### src/rtl/pkt_map_pkg.sv
package pkt_map_pkg;

    localparam int OFS_W      = 10;
    localparam int IDX_W      = 6;
    localparam int ROW_BYTES  = 40;
    localparam int ROW25_LAST = 23;
    localparam int X31_LAST   = 7;
    localparam logic [OFS_W-1:0] AUX_BASE = 10'h018;
    localparam logic [OFS_W-1:0] P29_BASE = 10'h3B0;
    localparam logic [OFS_W-1:0] P30_BASE = 10'h3D8;
    localparam logic [OFS_W-1:0] X31_BASE = 10'h010;
    localparam logic [2:0] MAG8_CODE = 3'd0;

    typedef enum logic [2:0] {
        PK_ROW,
        PK_AUX,
        PK_P29,
        PK_P30,
        PK_X31,
        PK_NONE
    } pkt_kind_e;

    typedef struct packed {
        pkt_kind_e kind;
        logic      drop;
    } pkt_class_t;

    function automatic logic [OFS_W-1:0] row_offset(input logic [4:0] pkt,
                                                   input logic [IDX_W-1:0] idx);
        return OFS_W'(pkt) * OFS_W'(ROW_BYTES) + OFS_W'(idx);
    endfunction

    function automatic logic [OFS_W-1:0] slot_offset(input logic [OFS_W-1:0] slot,
                                                    input logic [IDX_W-1:0] idx);
        return AUX_BASE + slot * OFS_W'(ROW_BYTES) + OFS_W'(idx);
    endfunction

    // Codes whose bit 1 is set go to the second auxiliary store
    function automatic logic p30_to_store1(input logic [3:0] dc);
        return dc inside {4'h2, 4'h3, 4'h6, 4'h7, 4'hA, 4'hB, 4'hE, 4'hF};
    endfunction

endpackage

### src/rtl/pkt_classify.sv
module pkt_classify
    import pkt_map_pkg::*;
(
    input  logic [2:0]       mag,
    input  logic [4:0]       pkt,
    input  logic [IDX_W-1:0] idx,
    input  logic             inh_p0,
    input  logic             inh_p24,
    input  logic             inh_p25,
    input  logic             inh_p29,
    output pkt_class_t       cls
);
    logic is_m8;
    logic idx_over;

    always_comb begin
        is_m8    = (mag == MAG8_CODE);
        idx_over = (idx > IDX_W'(ROW_BYTES - 1));

        if (pkt <= 5'd25)
            cls.kind = PK_ROW;
        else if (pkt <= 5'd28)
            cls.kind = PK_AUX;
        else if (pkt == 5'd29)
            cls.kind = is_m8 ? PK_P29 : PK_NONE;
        else if (pkt == 5'd30)
            cls.kind = is_m8 ? PK_P30 : PK_NONE;
        else
            cls.kind = PK_X31;

        cls.drop = idx_over || (cls.kind == PK_NONE);
        if (pkt == 5'd0  && inh_p0)  cls.drop = 1'b1;
        if (pkt == 5'd24 && inh_p24) cls.drop = 1'b1;
        if (pkt == 5'd25 && (inh_p25 || idx > IDX_W'(ROW25_LAST))) cls.drop = 1'b1;
        if (cls.kind == PK_P29 && inh_p29) cls.drop = 1'b1;
        if (cls.kind == PK_X31 && idx > IDX_W'(X31_LAST)) cls.drop = 1'b1;
    end
endmodule

### src/rtl/aux_slot_track.sv
module aux_slot_track #(
    parameter int SLOTS  = 23,
    parameter int CNT_W  = $clog2(SLOTS + 1)
) (
    input  logic             clk,
    input  logic             rst,
    input  logic             ev_start,
    input  logic             ev_header,
    input  logic             ev_aux,
    output logic [CNT_W-1:0] slot_now,
    output logic             full_now
);
    logic [CNT_W-1:0] cnt_q;
    logic [CNT_W-1:0] slot_q;
    logic             full_q;
    logic             at_limit;

    assign at_limit = (cnt_q == CNT_W'(SLOTS));
    assign slot_now = ev_start ? cnt_q : slot_q;
    assign full_now = ev_start ? at_limit : full_q;

    always_ff @(posedge clk) begin
        if (rst) begin
            cnt_q  <= '0;
            slot_q <= '0;
            full_q <= 1'b0;
        end else if (ev_start) begin
            if (ev_header) begin
                cnt_q <= '0;
            end else if (ev_aux) begin
                if (at_limit) begin
                    full_q <= 1'b1;
                end else begin
                    slot_q <= cnt_q;
                    full_q <= 1'b0;
                    cnt_q  <= cnt_q + 1'b1;
                end
            end
        end
    end
endmodule

### src/rtl/store_addr_gen.sv
module store_addr_gen
    import pkt_map_pkg::*;
#(
    parameter int QUAD_W  = 2,
    parameter int STORE_W = 6,
    parameter int SLOT_W  = 5,
    localparam int ADDR_W = QUAD_W + STORE_W + OFS_W
) (
    input  pkt_kind_e           kind,
    input  logic                acq_b,
    input  logic [3:0]          dc,
    input  logic [QUAD_W-1:0]   quad,
    input  logic [STORE_W-1:0]  store_a,
    input  logic [STORE_W-1:0]  store_b,
    input  logic [4:0]          pkt,
    input  logic [IDX_W-1:0]    idx,
    input  logic [SLOT_W-1:0]   slot,
    output logic [ADDR_W-1:0]   addr
);
    logic [STORE_W-1:0] st;
    logic [OFS_W-1:0]   ofs;

    always_comb begin
        st  = '0;
        ofs = '0;
        unique case (kind)
            PK_ROW: begin
                st  = acq_b ? store_b : store_a;
                ofs = row_offset(pkt, idx);
            end
            PK_AUX: begin
                st  = STORE_W'(acq_b);
                ofs = slot_offset(OFS_W'(slot), idx);
            end
            PK_P29: begin
                st  = STORE_W'(acq_b);
                ofs = P29_BASE + OFS_W'(idx);
            end
            PK_P30: begin
                st  = STORE_W'(p30_to_store1(dc));
                ofs = P30_BASE + OFS_W'(idx);
            end
            PK_X31: begin
                st  = '0;
                ofs = X31_BASE + OFS_W'(idx);
            end
            default: begin
                st  = '0;
                ofs = '0;
            end
        endcase
        addr = {quad, st, ofs};
    end
endmodule

### src/rtl/pkt_store_mapper.sv
module pkt_store_mapper
    import pkt_map_pkg::*;
#(
    parameter int QUAD_W    = 2,
    parameter int STORE_W   = 6,
    parameter int AUX_SLOTS = 23,
    localparam int ADDR_W   = QUAD_W + STORE_W + OFS_W,
    localparam int SLOT_W   = $clog2(AUX_SLOTS + 1),
    localparam int N_ACQ    = 2
) (
    input  logic               clk,
    input  logic               rst,
    input  logic               in_valid,
    input  logic               in_first,
    input  logic               in_acq_b,
    input  logic [2:0]         in_mag,
    input  logic [4:0]         in_pkt,
    input  logic [3:0]         in_dc,
    input  logic [5:0]         in_idx,
    input  logic [QUAD_W-1:0]  in_quad,
    input  logic [STORE_W-1:0] in_store_a,
    input  logic [STORE_W-1:0] in_store_b,
    input  logic               inh_p0,
    input  logic               inh_p24,
    input  logic               inh_p25,
    input  logic               inh_p29,
    output logic               out_valid,
    output logic               out_we,
    output logic               out_drop,
    output logic [ADDR_W-1:0]  out_addr
);
    pkt_class_t        cls;
    logic [SLOT_W-1:0] slot_now [N_ACQ];
    logic              full_now [N_ACQ];
    logic [SLOT_W-1:0] slot_sel;
    logic              full_sel;
    logic              drop_now;
    logic [ADDR_W-1:0] addr_now;

    pkt_classify u_cls (
        .mag     (in_mag),
        .pkt     (in_pkt),
        .idx     (in_idx),
        .inh_p0  (inh_p0),
        .inh_p24 (inh_p24),
        .inh_p25 (inh_p25),
        .inh_p29 (inh_p29),
        .cls     (cls)
    );

    for (genvar g = 0; g < N_ACQ; g++) begin : g_acq
        logic mine;
        assign mine = in_valid && in_first && (in_acq_b == 1'(g));
        aux_slot_track #(
            .SLOTS (AUX_SLOTS),
            .CNT_W (SLOT_W)
        ) u_trk (
            .clk       (clk),
            .rst       (rst),
            .ev_start  (mine),
            .ev_header (in_pkt == 5'd0),
            .ev_aux    (cls.kind == PK_AUX),
            .slot_now  (slot_now[g]),
            .full_now  (full_now[g])
        );
    end

    assign slot_sel = in_acq_b ? slot_now[1] : slot_now[0];
    assign full_sel = in_acq_b ? full_now[1] : full_now[0];
    assign drop_now = cls.drop || ((cls.kind == PK_AUX) && full_sel);

    store_addr_gen #(
        .QUAD_W  (QUAD_W),
        .STORE_W (STORE_W),
        .SLOT_W  (SLOT_W)
    ) u_gen (
        .kind    (cls.kind),
        .acq_b   (in_acq_b),
        .dc      (in_dc),
        .quad    (in_quad),
        .store_a (in_store_a),
        .store_b (in_store_b),
        .pkt     (in_pkt),
        .idx     (in_idx),
        .slot    (slot_sel),
        .addr    (addr_now)
    );

    always_ff @(posedge clk) begin
        if (rst) begin
            out_valid <= 1'b0;
            out_we    <= 1'b0;
            out_drop  <= 1'b0;
            out_addr  <= '0;
        end else begin
            out_valid <= in_valid;
            out_we    <= in_valid && !drop_now;
            out_drop  <= in_valid && drop_now;
            out_addr  <= (in_valid && !drop_now) ? addr_now : '0;
        end
    end
endmodule

### config.mk
export PLATFORM = sky130hd
export DESIGN_NAME = pkt_store_mapper
export DESIGN_NICKNAME = d
export VERILOG_FILES = /design/src/rtl/pkt_map_pkg.sv /design/src/rtl/pkt_classify.sv /design/src/rtl/aux_slot_track.sv /design/src/rtl/store_addr_gen.sv /design/src/rtl/pkt_store_mapper.sv
export SDC_FILE = /design/constraint.sdc
export NUM_CORES = 1
export LEC_CHECK = 0
export ABC_CLOCK_PERIOD_IN_PS = 3260
export BUFFER_PORTS_ARGS = -buffer_cell sky130_fd_sc_hd__buf_4
export CELL_PAD_IN_SITES_DETAIL_PLACEMENT = 1
export CELL_PAD_IN_SITES_GLOBAL_PLACEMENT = 2
export CORE_AREA = 2 2 115 94
export CTS_CLUSTER_SIZE = 20
export DETAILED_ROUTE_END_ITERATION = 10
export DIE_AREA = 0 0 117 96
export PLACE_DENSITY_LB_ADDON = 0.1
export SLEW_MARGIN = 10
export SYNTH_ARGS = -nofsm -noshare
export SYNTH_HDL_FRONTEND = slang
export SYNTH_SLANG_ARGS = --single-unit
### constraint.sdc
create_clock -name clk -period 3.26 [get_ports clk]
set_input_delay 0.326 -clock clk [delete_from_list [all_inputs] [get_ports clk]]
set_output_delay 0.326 -clock clk [all_outputs]
set_load 0.02 [all_outputs]
# Word-level counts from Yosys, hierarchy flattened
# Index checks and enable logic that the tools add are counted.
[word_totals] ff_bits=43 in_bits=41 output_inout_bits=21
[classes] n_addsub=8 mul=2 n_lt_le_gt_ge=5 eq_ne=21 n_mux=28 bitwise=5 n_reduce_logical=28
[ops] operator="$pmux W10 S5" n=1
[ops] operator="$mux W5" n=9
[ops] operator="$eq A5 B5 Y1 const B" n=6
[ops] operator="$add A10 B6 Y10" n=2
[ops] operator="$mux W3" n=6
[ops] operator="$pmux W6 S3" n=1
[ops] operator="$eq A4 B4 Y1 const B" n=4
[ops] operator="$mul A5 B3 Y7 const B" n=2
[ops] operator="$reduce_and A3 Y1" n=4
[ops] operator="$logic_and A1 B1 Y1" n=11
[ops] operator="$add A5 B1 Y5 const B" n=2
[ops] operator="$add A5 B10 Y10 const A" n=1
[ops] operator="$le A5 B5 Y1 const B" n=2
[ops] operator="$mux W1" n=10
[ops] operator="$add A8 B7 Y9 const A" n=1
[ops] operator="$add A7 B7 Y8 const A" n=1
[ops] operator="$eq A4 B2 Y1 const B" n=2
[ops] operator="$eq A4 B3 Y1 const B" n=2
[ops] operator="$reduce_and A4 Y1" n=2
[ops] operator="$reduce_bool A8 Y1" n=1
[ops] operator="$add A5 B6 Y7 const A" n=1
[ops] operator="$eq A3 B2 Y1 const B" n=2
[ops] operator="$eq A3 B3 Y1 const B" n=2
[ops] operator="$gt A6 B3 Y1 const B" n=1
[ops] operator="other kinds (13)" n=21

# Longest topological paths before layout
[depth] ltp_word=18 mapped_depth=15 ltp_nobuf=14

# Cells and area by module
# Synthesis repeated with hierarchy kept, for this count alone.
[unflattened] cells_unflattened=330 hier_area_um2=3144.3
[by_module_without_submodules] mod="aux_slot_track" instances=2 cells_per_inst=54 area_each_um2=596.8
[by_module_without_submodules] mod="store_addr_gen" instances=1 cells_per_inst=136 area_each_um2=1081.0
[by_module_without_submodules] mod="pkt_store_mapper" instances=1 cells_per_inst=58 area_each_um2=698.2
[by_module_without_submodules] mod="pkt_classify" instances=1 cells_per_inst=28 area_each_um2=171.4

# Least setup slack after synthesis
# Ideal clock, no wire load.
[synth_timing] path_type="input to register" start="in in_acq_b" end="reg out_addr[9]" setup_time_ps=120 arrival_ps=3311 setup_slack_ps=-171 cell_stages=11 n_path_buf=2 path_cell_list="clkbuf_1 clkbuf_1 mux4_2 ha_1 ha_1 ha_1 a211o_1 o211a_1 o221a_2 mux2i_1 o31a_1"
[synth_between] elab_chain_cells=10 elab_cells_between_ends=19 classes_between="2 x add/sub; 1 x mul; 7 x mux; 2 x bitwise; 7 x reduce/logical"
[synth_lines] element="start: declaration" line_no="pkt_store_mapper.sv:15" rtl="input logic in_acq_b,"
[synth_lines] element="parallel branches: the longest is 10 deep, another holds $add A5 B10 Y10"
[synth_lines] element="end signal: assignment" line_no="pkt_store_mapper.sv:99" rtl="out_addr <= (in_valid && !drop_now) ? addr_now : '0;"
[synth_lines] element="end: declaration" line_no="pkt_store_mapper.sv:30" rtl="output logic [ADDR_W-1:0] out_addr"
# Parallel ways; which one is timed is not known.
# A chain may end at the register's enable or synchronous reset.

# Worst setup path in the final report
[layout_timing] start="in in_valid" end="reg out_addr[9]"
[layout_between] elab_chain_cells=10 elab_cells_between_ends=19 classes_between="2 x add/sub; 1 x mul; 7 x mux; 1 x bitwise; 8 x reduce/logical"
[layout_lines] element="start: declaration" line_no="pkt_store_mapper.sv:13" rtl="input logic in_valid,"
[layout_lines] element="parallel branches: the longest is 10 deep, another holds $add A5 B10 Y10"
# Parallel ways; which one is timed is not known.

==> reports/summary.md <==
The run finished with clean final reports. Across all register-to-register paths, the minimum setup slack is 0.29 ns. Following the worst setup path forward leads to its endpoint at out_addr[9]. After detailed placement, the design holds a cell count of 530. For the pin with the worst max-slew slack, the measured transition is 0.5641 ns. The tightest hold path in the finished design has a slack of 0.2415 ns. The count of inserted antenna diode cells was 0. The half-perimeter wire length after placement came out at 6837 um.

Sorting the synthesized cells by area gives the leading types as sky130_fd_sc_hd__dfxtp_1, sky130_fd_sc_hd__ha_1, sky130_fd_sc_hd__nor2_1. Of all flip-flops after synthesis, the portion carrying an async set or reset was 0%. The post-route clock skew is 0.005337 ns, and the starting density of the core is 28.32%.

The synthesized cell area was 0.002865 sq mm. The tools report the sort of element at the start of the critical path as a primary input. The worst path in the final design needs a cycle of 3.073 ns, including I/O delays and setup. Via count of the first global-routing pass: 2614.

The count of synthesis-stage warnings from yosys was 0. Setup repair after global routing left no endpoint under its margin. Entering global routing, the biggest net connects 20 pins. The sequential cells in the finished layout cover a total of 860.8 sq um. The floorplan has 33 rows. The predominant post-synthesis flop cell was sky130_fd_sc_hd__dfxtp_1. For the number of antenna violations at the first check in global routing, the log shows 0. The floorplan step defined a core boundary enclosing 0.01012 sq mm. The tools report the start of the worst register-to-register path as g_acq[0].u_trk.cnt_q[0].

The count of input and output buffers is 58. Of all cell types, the one taking the most synthesized area is sky130_fd_sc_hd__dfxtp_1. The H-tree was split into 2 levels. The library cell appearing most often on the critical path is sky130_fd_sc_hd__ha_1. For the number of slew-limit violations in the final report, the log shows 0.

For this run, the share of the core covered by cells in the final layout is 36.97%. Static timing analysis puts the maximum clock frequency at 0.3254 GHz. The post-synthesis average cell area is 8.871 sq um, and the maximum clock insertion buffer count is 2. The number of CTS-inserted buffers was 5; the chip height was 96 um.

The final-report hold violation count was 0; the pre-CTS worst setup slack was -0.1130 ns. The total number of vias was 2609. Among all cell types in the netlist, the one instantiated most often is sky130_fd_sc_hd__dfxtp_1. Cells with a size suffix above 1 make up 24.94% of the layout. When the netlist entered floorplanning its net count stood at 395.

Kind of end point of the critical path: a flip-flop. Origin of the worst setup path: in_valid. The average wire per cell in the routed design was 15.89 um.

By count the netlist is led by sky130_fd_sc_hd__dfxtp_1, sky130_fd_sc_hd__nor2_1, sky130_fd_sc_hd__ha_1. The netlist uses 59 different library cells. The signal on the critical path passes through buf_4, and2_1, mux4_2, ha_1, ha_1, ha_1, a211o_1, o211a_1, o221a_2, mux2i_1, o31a_1. Counting flops with a built-in enable in the synthesized netlist gives 0. The tools report the number of DRC markers after the initial detailed-route iteration as 96. The worst hold path belongs to the class primary input to flip-flop.

The die area came out at 0.01123 sq mm. The start point of the worst hold path was in_quad[0]. The share of the Yosys chip area taken by registers is 30.04%. First-pass detailed-route iteration total: 4. The post-synthesis cell count was 323; the clock slew at the register clock pins of the worst setup and hold paths was 0.06 ns. Power spread over the standard cell area amounts to 365.4 mW/mm^2. For the worst setup path, the data arrival time is 3.25 ns. The worst stage delay on the critical path came out at 0.56 ns. The critical setup path kind is primary input to flip-flop. Post-CTS timing repair inserted 0 buffers for setup. In this run the worst path has a maximum fanout of 4. Summed over all layers, the routed wires come to 8535 um. After the last flow step, the layout net total stands at 469.

TritonCTS built the clock tree. The later pin in the worst-skew pair is clocked with a latency of 0.29 ns. The mean number of vias per cell works out to 4.858. Of the post-synthesis cell area, the dominant cell type holds 30.04%.

Setup violations remaining at the end of the flow were counted as 0. Measured against its own limit, the worst slew margin works out to 62.39%. For this design, the CTS-stage hold fixing added 0 buffers.

The count of cells in the finished layout, fillers not included, comes to 537. The remaining antenna violation count is 0. The overall die width is 117 um, and the DRC violation count after routing is 0. The tree built by TritonCTS fans out to 43 sinks. In this run the critical register-to-register path is captured at out_addr[9]. The worst reg2reg path depth is 9. Dividing the final minimum period by the clock period gives 94.27%. The logs give 13850 um for the wire length of the first global-routing pass and 1196 for the count of fill cells added during filler insertion. STA puts the critical path data required time at 3.43 ns. The worst hold path passes through 2 cells. The synthesized design contains 43 register bits.

In the final layout, the multi-input gates occupy 0.001898 sq mm. The run gives 16.08% as the total routing usage reported by global routing. CTS placed an instance of sky130_fd_sc_hd__clkbuf_16 at the clock tree root.

Pin placement for this block handled 62 I/O pins. At the end of routability-driven placement, the weighted congestion stood at 0.7538. The leakage power figure was 1.687 nW; the setup slack after layout was 0.1868 ns. The max-capacitance violation count is 0, and the leftover overflow at the end of global routing is 0.

From synthesis to final layout, the design area changed by 30.52%. The worst-path cell with the longest stage delay is sky130_fd_sc_hd__mux4_2. The worst IR drop on VDD came out at 0.0002012 V. After clock tree synthesis, the repair step resized 0 gates.
==> through the flow <==
step | power [mW] | TNS (ns) | instance area (sq um)
floorplan | 0.7122 | 0 | 2869
finish | 1.367 | 0 | 3740
CTS | 1.396 | 0 | 3740
global placement | 0.8203 | -0.07172 | 3581
detailed placement | 0.8220 | -0.1144 | 3581
global route | 1.444 | 0 | 3740
==> metal layers <==
metal | global-route usage, % | wire (um)
met3 | 3.149 | 318
met5 | 0 | 0
met2 | 23.70 | 3539
met1 | 24.09 | 4611
met4 | 3.529 | 66
==> cell type report <==
type | count | share of cell area [%]
clock buffer | 6 | 3.446
timing repair buffer | 79 | 15.86
multi-input combinational | 255 | 50.75
tap | 140 | 4.684
clock inverter | 1 | 0.8029
sequential | 43 | 23.02
inverter | 13 | 1.439
==> sequential cells by signal, indices dropped and copies added (netlist names) <==
register	flops
g_acq.u_trk.cnt_q	10
g_acq.u_trk.full_q	2
g_acq.u_trk.slot_q	10
out_addr	18
out_drop	1
out_valid	1
out_we	1
==> logic make-up after synthesis <==
family / share of synthesized area [%]
adders and majority gates: 14.59
xor gates and xnor gates: 4.585
and+or+nand+nor: 22.27
DFF: 30.04
muxes: 8.690
buffers and inverters: 3.712
AOI/OAI and AO/OA: 16.11
==> critical path, delay by kind of cell <==
| family | cells | cell delay, ns |
|---|---|---|
| buf+inv | 1 | 0.09 |
| mux | 2 | 0.68 |
| simple gates | 1 | 0.23 |
| fa+ha+maj | 3 | 0.90 |
| compound gates | 4 | 1.02 |
==> where the power goes <==
| group | switching, mW | internal [mW] |
|---|---|---|
| sequential | 0.00369 | 0.538 |
| combinational | 0.143 | 0.123 |
| clock | 0.201 | 0.357 |
| total | 0.348 | 1.02 |
==> placed cells by master, fill, tap and decap left out, types with 6 or more instances in the layout <==
master / instances
sky130_fd_sc_hd__buf_4: 79
sky130_fd_sc_hd__inv_1: 12
sky130_fd_sc_hd__mux2i_1: 11
sky130_fd_sc_hd__a21oi_1: 26
sky130_fd_sc_hd__xnor2_1: 6
sky130_fd_sc_hd__nor2b_1: 7
sky130_fd_sc_hd__nand2_1: 22
sky130_fd_sc_hd__xor2_1: 9
sky130_fd_sc_hd__nor2_1: 40
sky130_fd_sc_hd__a21o_1: 6
sky130_fd_sc_hd__nand2b_1: 6
sky130_fd_sc_hd__ha_1: 27
sky130_fd_sc_hd__nor3_1: 8
sky130_fd_sc_hd__and2_1: 10
sky130_fd_sc_hd__o21ai_0: 6
sky130_fd_sc_hd__dfxtp_1: 43
sky130_fd_sc_hd__nand4_1: 8
==> worst min path at each step <==
stage,end
final,out_addr[16]
after global routing,out_addr[16]
after floorplan,g_acq[0].u_trk.slot_q[0]
after detailed placement,g_acq[0].u_trk.slot_q[0]
after global placement,g_acq[0].u_trk.slot_q[2]
after CTS,out_addr[16]
No activity file was read; power rests on OpenSTA's default activity.
